===== src/rtl/cc_pkg.sv =====
package cc_pkg;
  localparam int unsigned CC_DATA_W = 32;
  localparam int unsigned CC_FRAC_W = 4;

  typedef enum logic {
    CC_MODE_COMPARE = 1'b0,
    CC_MODE_CAPTURE = 1'b1
  } cc_mode_e;
endpackage


===== src/rtl/cc_regs.sv =====
module cc_regs #(
  parameter int unsigned DATA_W = 32,
  parameter int unsigned FRAC_W = 4
) (
  input  logic              clk,
  input  logic              rst_n,
  input  cc_pkg::cc_mode_e  mode,
  input  logic              shadow_en,
  input  logic              frac_en,
  input  logic              wr_fire,
  input  logic [DATA_W-1:0] wr_data,
  input  logic              update_evt,
  input  logic              capture_evt,
  input  logic [DATA_W-1:0] counter,
  output logic [DATA_W-1:0] shadow_q,
  output logic [DATA_W-1:0] live_q
);
  import cc_pkg::*;

  logic [DATA_W-1:0] cap_val;
  logic              out_mode;

  assign out_mode = (mode == CC_MODE_COMPARE);
  assign cap_val  = frac_en ? {counter[DATA_W-1:FRAC_W], {FRAC_W{1'b0}}} : counter;

  always_ff @(posedge clk or negedge rst_n) begin
    if (!rst_n) begin
      shadow_q <= '0;
    end else if (!out_mode) begin
      if (capture_evt) shadow_q <= cap_val;
    end else if (wr_fire) begin
      shadow_q <= wr_data;
    end
  end

  always_ff @(posedge clk or negedge rst_n) begin
    if (!rst_n) begin
      live_q <= '0;
    end else if (out_mode) begin
      if (!shadow_en && wr_fire)      live_q <= wr_data;
      else if (shadow_en && update_evt) live_q <= shadow_q;
    end
  end


  direct_load_chk: assert property (@(posedge clk) disable iff (!rst_n)
    (out_mode && !shadow_en && wr_fire) |=> (live_q == $past(wr_data)));


  shadow_hold_chk: assert property (@(posedge clk) disable iff (!rst_n)
    (shadow_en && !update_evt) |=> $stable(live_q));


  input_write_ignored_chk: assert property (@(posedge clk) disable iff (!rst_n)
    (!out_mode && wr_fire && !capture_evt) |=> ($stable(shadow_q) && $stable(live_q)));


  frac_capture_low_zero_chk: assert property (@(posedge clk) disable iff (!rst_n)
    (!out_mode && capture_evt && frac_en) |=> (shadow_q[FRAC_W-1:0] == '0));
endmodule


===== src/rtl/cc_dither.sv =====
module cc_dither #(
  parameter int unsigned DATA_W = 32,
  parameter int unsigned FRAC_W = 4
) (
  input  logic              clk,
  input  logic              rst_n,
  input  logic              frac_en,
  input  logic              update_evt,
  input  logic [DATA_W-1:0] live,
  output logic [DATA_W-1:0] eff
);
  localparam int unsigned INT_W = DATA_W - FRAC_W;

  logic [FRAC_W-1:0] phase_q;
  logic [FRAC_W-1:0] phase_rev;
  logic              extra;
  logic [DATA_W-1:0] whole;

  always_ff @(posedge clk or negedge rst_n) begin
    if (!rst_n)          phase_q <= '0;
    else if (update_evt) phase_q <= phase_q + 1'b1;
  end

  for (genvar gi = 0; gi < FRAC_W; gi++) begin : g_rev
    assign phase_rev[gi] = phase_q[FRAC_W-1-gi];
  end

  assign extra = (live[FRAC_W-1:0] > phase_rev);
  assign whole = {{FRAC_W{1'b0}}, live[DATA_W-1:FRAC_W]};
  assign eff   = frac_en ? (whole + {{(DATA_W-1){1'b0}}, extra}) : live;


  phase_step_chk: assert property (@(posedge clk) disable iff (!rst_n)
    update_evt |=> (phase_q == $past(phase_q) + 1'b1));


  frac_bound_chk: assert property (@(posedge clk) disable iff (!rst_n)
    frac_en |-> (eff[DATA_W-1:INT_W+1] == '0));
endmodule


===== src/rtl/cc_compare.sv =====
module cc_compare #(
  parameter int unsigned DATA_W = 32
) (
  input  logic              clk,
  input  logic              rst_n,
  input  logic [DATA_W-1:0] counter,
  input  logic [DATA_W-1:0] eff,
  output logic              cmp_out
);
  always_ff @(posedge clk or negedge rst_n) begin
    if (!rst_n) cmp_out <= 1'b0;
    else        cmp_out <= (counter < eff);
  end


  zero_cmp_low_chk: assert property (@(posedge clk) disable iff (!rst_n)
    (eff == '0) |=> !cmp_out);


  top_count_low_chk: assert property (@(posedge clk) disable iff (!rst_n)
    (counter == {DATA_W{1'b1}}) |=> !cmp_out);
endmodule


===== src/rtl/cc_channel.sv =====
module cc_channel #(
  parameter int unsigned DATA_W = cc_pkg::CC_DATA_W,
  parameter int unsigned FRAC_W = cc_pkg::CC_FRAC_W
) (
  input  logic              clk,
  input  logic              rst_n,
  input  logic              input_mode,
  input  logic              shadow_en,
  input  logic              frac_en,
  input  logic              wr_valid,
  output logic              wr_ready,
  input  logic [DATA_W-1:0] wr_data,
  input  logic              update_evt,
  input  logic              capture_evt,
  input  logic [DATA_W-1:0] counter,
  output logic [DATA_W-1:0] reg_value,
  output logic              cmp_out
);
  import cc_pkg::*;

  cc_mode_e          mode;
  logic              wr_fire;
  logic [DATA_W-1:0] live;
  logic [DATA_W-1:0] eff;

  assign mode     = input_mode ? CC_MODE_CAPTURE : CC_MODE_COMPARE;
  assign wr_ready = rst_n;
  assign wr_fire  = wr_valid && wr_ready;

  cc_regs #(.DATA_W(DATA_W), .FRAC_W(FRAC_W)) u_regs (
    .clk(clk), .rst_n(rst_n), .mode(mode), .shadow_en(shadow_en),
    .frac_en(frac_en), .wr_fire(wr_fire), .wr_data(wr_data),
    .update_evt(update_evt), .capture_evt(capture_evt), .counter(counter),
    .shadow_q(reg_value), .live_q(live)
  );

  cc_dither #(.DATA_W(DATA_W), .FRAC_W(FRAC_W)) u_dither (
    .clk(clk), .rst_n(rst_n), .frac_en(frac_en), .update_evt(update_evt),
    .live(live), .eff(eff)
  );

  cc_compare #(.DATA_W(DATA_W)) u_cmp (
    .clk(clk), .rst_n(rst_n), .counter(counter), .eff(eff), .cmp_out(cmp_out)
  );


  ready_high_chk: assert property (@(posedge clk) disable iff (!rst_n) wr_ready);
endmodule


===== config.mk =====
export PLATFORM = sky130hd
export DESIGN_NAME = cc_channel
export DESIGN_NICKNAME = d
export VERILOG_FILES = /design/src/rtl/cc_pkg.sv /design/src/rtl/cc_regs.sv /design/src/rtl/cc_dither.sv /design/src/rtl/cc_compare.sv /design/src/rtl/cc_channel.sv
export SDC_FILE = /design/constraint.sdc
export NUM_CORES = 1
export LEC_CHECK = 0
export CAP_MARGIN = 25
export CORE_AREA = 2 2 145 133
export DETAILED_ROUTE_END_ITERATION = 6
export DIE_AREA = 0 0 147 135
export PLACE_DENSITY = 0.61
export REMOVE_ABC_BUFFERS = 1
export SETUP_SLACK_MARGIN = 0.1
export SLEW_MARGIN = 20
export SYNTH_ARGS = -nofsm -noshare
export SYNTH_HDL_FRONTEND = slang
export SYNTH_HIERARCHICAL = 1
export SYNTH_SLANG_ARGS = --single-unit

===== constraint.sdc =====
create_clock -name clk -period 4.3 [get_ports clk]
set_clock_uncertainty 0.15 [all_clocks]
set_input_delay 0.43 -clock clk [delete_from_list [all_inputs] [get_ports clk]]
set_output_delay 0.43 -clock clk [all_outputs]
set_load 0.01 [all_outputs]

# After elaboration in Yosys (flattened, before gate mapping)

Index checks and enable logic that the tools add are counted.

Flip-flop bits (word level): 69
Input port bits: 72
Word-level logic and storage cells: 26

$add $sub $neg: 2
$lt $le $gt $ge: 2
Equal/unequal tests: 1
Multiplexer cells: 8
Bitwise gates (word level): 1
Reductions and logical operators: 8

Operators with widths:

| cell                  | count |
|---|---|
| $mux W32              | 6 |
| $lt A32 B32 Y1        | 1 |
| $add A28 B1 Y29       | 1 |
| $add A4 B1 Y4 const B | 1 |
| $gt A4 B4 Y1          | 1 |
| $mux W4               | 1 |
| $reduce_and A2 Y1     | 2 |
| $reduce_bool A2 Y1    | 2 |
| $logic_and A1 B1 Y1   | 3 |
| $ne A2 B2 Y1 const B  | 1 |
| $logic_not A1 Y1      | 1 |
| $mux W1               | 1 |
| $not A1 Y1            | 1 |

# Longest topological paths before layout

Depth after elaboration: 4
Depth in mapped cells: 19
Depth with buffers taken out: 18

# Modules after synthesis

The synthesis kept the hierarchy.

By module, submodules not included:

| module     | times used | cells each | area each (µm²) | seq. area each (µm²) |
|---|---|---|---|---|
| cc_regs    | 1          | 247        | 3337.0          | 1601.5 |
| cc_dither  | 1          | 195        | 1263.7          | 100.1 |
| cc_compare | 1          | 111        | 823.3           | 25.0 |
| cc_channel | 1          | 2          | 13.8            | 0.0 |

# Worst setup path after synthesis

Ideal clock, no wire load.

Kind: reg-to-reg
Start point: reg u_dither.phase_q[2]
End point: reg u_cmp.cmp_out
Setup time: 0.077 ns
Data arrival time: 3.713 ns
Data required time: 4.073 ns
Setup slack: 0.359 ns
Stages on the path, launching flop included: 19
Buffers on the path: 0
Clock period less this slack: 3.941 ns
Path through: dfrtp_1 > inv_1 > ha_1 > nor2b_1 > o21a_1 > o21a_1 > o21a_1 > ha_1 > nand4_4 > or4_2 > or3_1 > a31oi_1 > inv_1 > ha_1 > nand4_1 > nor3_1 > nor4b_1 > or4_1 > a21oi_1

Word-level cells in the longest chain between the ends: 4

Ends and longest elaborated chain:

| what                   | line             | source |
|---|---|---|
| from (decl)            | cc_dither.sv:14  | `logic [FRAC_W-1:0] phase_q;` |
| from (signal assigned) | cc_dither.sv:21  | `else if (update_evt) phase_q <= phase_q + 1'b1;` |
| $gt A4 B4 Y1           | cc_dither.sv:28  | `assign extra = (live[FRAC_W-1:0] > phase_rev);` |
| $add A28 B1 Y29        | cc_dither.sv:30  | `assign eff = frac_en ? (whole + {{(DATA_W-1){1'b0}}, extra}) : live;` |
| $mux W32               | cc_dither.sv:30  |  |
| via eff[12]            | cc_channel.sv:24 | `logic [DATA_W-1:0] eff;` |
| $lt A32 B32 Y1         | cc_compare.sv:12 | `else cmp_out <= (counter < eff);` |
| to (signal assigned)   | cc_compare.sv:12 |  |
| to (decl)              | cc_compare.sv:8  | `output logic cmp_out` |

The timed path passes the listed nets, and every way through them passes these cells.
A chain may end at the register's enable or synchronous reset.

# Worst setup path after layout

Ends and elaborated chain as after synthesis.

==> results_dict.tcl <==
set metrics [dict create \
    start_util_pct 29.8 \
    avgRoutedWirePerCell_um 15.5 \
    path_cells "inv_2, ha_4, nor2b_4, o21a_1, o21a_1, o21a_1, ha_4, nand4_4, buf_4, nor4_4, buf_4, nor2_1, or3_1, inv_1, ha_1, nand4_1, nor3_2, nor4b_2, or4_4, a21oi_2" \
    rsz0062_at_grt "true" \
    ys_async_sr_fraction_pct 100 \
    core_mm2 0.0182 \
    vias 4330 \
    synth_edf_count 0 \
    worstPathMaxFanout 5 \
    finalNonFillerCells 909 \
    synth-seq-cells 69 \
    diodes 0 \
    path_clk_slew_ns 0.06 \
    die_h_um 135 \
    netlist_area_mm2 0.00544 \
    drc_errors 0 \
    yosys.cell_types.count 56 \
    ctsHoldBuffers 0 \
    routed_wl_um 14100 \
    crit_type "register to register" \
    synth.most_common_cell "dfrtp_1" \
    cts_max_level 3 \
    status "finished, final reports clean" \
    dp.cells 884 \
    period_needed_ns 3.99 \
    rrSetupSlack_ns 0.31 \
    port_buffers 105 \
    ys.flop_type "dfrtp_1" \
    multi_input_area_mm2 0.00349 \
    netlist_instances 555 \
    grt_max_degree 70 \
    grt-ovfl-total 0 \
    cts_made_buffers 9 \
    crit_buf_inv 4 \
    row_count 47 \
    max_stage_delay_ns 0.50 \
    fmax_mhz 250 \
    cts_buffer_depth 2 \
    syn_to_final_growth_pct 32.3 \
    post-route-period-util_pct 92.8 \
    fill_cells 1837 \
    tightest_slew_ns 0.891 \
    start_kind "register" \
    antenna_found_initial 0 \
    cp_common_cell "o21a_1" \
    yosys.area.top_type "dfrtp_1" \
    gp_congestion 0.800 \
    dp_hpwl_um 10300 \
    pin_count 106 \
    drt_first_pass_iters 5 \
    syn_area_per_cell_um2 9.80 \
    clkLatencyLatePin_ns 0.34 \
    synth_area_leaders "dfrtp_1 32%, mux2_4 17%, ha_1 8.7%, mux2i_1 5.2%, o21ai_0 4.0%" \
    ff2ff_path_depth 20 \
    synth_seq_area_share_pct 31.8 \
    setup_violations 0 \
    first_iter_violations 180 \
    cp_slowest_cell "or4_4" \
    post-place-ws_ns -0.0107 \
    path_delay_family "simple AND/OR/NAND/NOR gates" \
    grt_pass1_wl_um 22700 \
    synth_commonest_cells "69 x dfrtp_1, 60 x mux2_4, 57 x nand2_1" \
    cp.arrival_ns 4.12 \
    tns_ns 0 \
    p_per_area_mw_per_mm2 405 \
    clockRootBuffer "clkbuf_16" \
    cts_tree "done" \
    hold_violations 0 \
    max-slew-margin-rel_pct 40.6 \
    viasPerCell 4.76 \
    dpl_cell_area_mm2 0.00666 \
    total_power_mw 2.91 \
    hold_path.class "input port to asynchronous set/reset pin" \
    cp.required_ns 4.42 \
    reg2reg_from "u_dither/phase_q[2]" \
    crit-reg2reg-capture "u_cmp/cmp_out" \
    die-area_mm2 0.0198 \
    ant_nets 0 \
    stdcell_area_mm2 0.00719 \
    fp.dieW_um 147 \
    cp-end-kind "register" \
    fin_nets 769 \
    worst_ir_drop_vdd_uv 172 \
    grt_pass1_vias 4160 \
    yosys_warnings 6 \
    grtUsageTotal_pct 14.8 \
    cap_violations 0 \
    drv_slew 0 \
    regArea_mm2 0.00173 \
    clock_sinks 69 \
    leakage_nw 3.18 \
    drive_gt1_share_pct 20.0 \
    yosysTopAreaCellShare_pct 31.8 \
    setup_slack_ns 0.308 \
]
-- report_power, final --
| group | total, mW | switching [mW] | internal [mW] |
|---|---|---|---|
| Sequential | 1.03 | 0.222 | 0.804 |
| Combinational | 1.15 | 0.490 | 0.659 |
| Clock | 0.736 | 0.282 | 0.455 |
| Total | 2.91 | 0.994 | 1.92 |
-- timing repair --
action / CTS / global route
pin swaps: 1 / 12
setup buffers: 0 / 7
endpoints found under the setup margin: 1 / 1
resized for setup: 4 / 25
-- final cells by class --
class                      count  area share [%]
clock buffer                  16            4.05
inverter                      44            2.30
multi-input combinational    413            48.5
sequential                    69            24.0
tap                          245            4.26
timing repair buffer         122            16.9
-- how the worst max path moves through the flow --
stage / startpoint / to / cells past startpoint
6_report: u_dither/phase_q[2] / u_cmp/cmp_out / 20
3_5_place_dp: u_dither/phase_q[2] / u_cmp/cmp_out / 18
2_1_floorplan: u_dither/phase_q[2] / u_cmp/cmp_out / 18
5_1_grt: u_dither/phase_q[2] / u_cmp/cmp_out / 20
3_3_place_gp: u_dither/phase_q[2] / u_cmp/cmp_out / 18
4_1_cts: u_dither/phase_q[2] / u_cmp/cmp_out / 18
-- placed cells by master (no fill, tap or decap), types with 4 or more instances in the layout --
cell type / n
ha_4: 4
nand2_1: 56
a21oi_1: 20
dfrtp_1: 69
ha_1: 33
nor2_1: 32
clkdlybuf4s50_1: 102
or4_4: 4
nand4_1: 10
a31oi_1: 10
clkbuf_8: 4
o21a_1: 5
nand3_1: 13
a22oi_1: 4
or4_1: 4
xnor2_1: 10
o21ai_0: 41
buf_4: 14
mux2_2: 4
inv_1: 43
mux2_4: 60
xor2_1: 5
nor4_1: 5
a21oi_2: 4
o31ai_1: 4
nor2b_1: 5
clkbuf_16: 10
or3_1: 4
mux2i_1: 28
-- stage by stage --
| step | util, % | hold WS, ns |
|---|---|---|
| global placement | 36.5 | 0.321 |
| finish | 39.5 | 0.189 |
| CTS | 38.2 | 0.232 |
| detailed placement | 36.5 | 0.342 |
| global route | 39.5 | 0.284 |
| floorplan | - | -0.0156 |
-- layer usage --
metal	up-vias	wire [µm]	part of all wire (%)	GRT usage, %
met1	2027	7370	52	22.0
met5	-	0	0	0
met4	0	212	1.5	5.13
met2	93	5920	42	21.0
li1	2193	-	-	-
met3	17	564	4.0	2.97
-- kinds of logic after synthesis --
| group | Yosys count | synth area share (%) |
|---|---|---|
| AND/OR/NAND/NOR | 161 | 15.4 |
| AO/OA/AOI/OAI | 106 | 12.0 |
| multiplexers | 93 | 23.0 |
| buffers and inverters | 73 | 6.67 |
| flip-flops | 69 | 31.8 |
| adder cells (fa/ha/maj) | 38 | 8.74 |
| XOR/XNOR | 15 | 2.42 |
-- flip-flops by register name, indices dropped and copies added, names as in the netlist --
signal and count:
u_cmp/cmp_out 1, u_dither/phase_q 4, u_regs/live_q 32, u_regs/shadow_q 32
(Power assumes the default switching activity.)
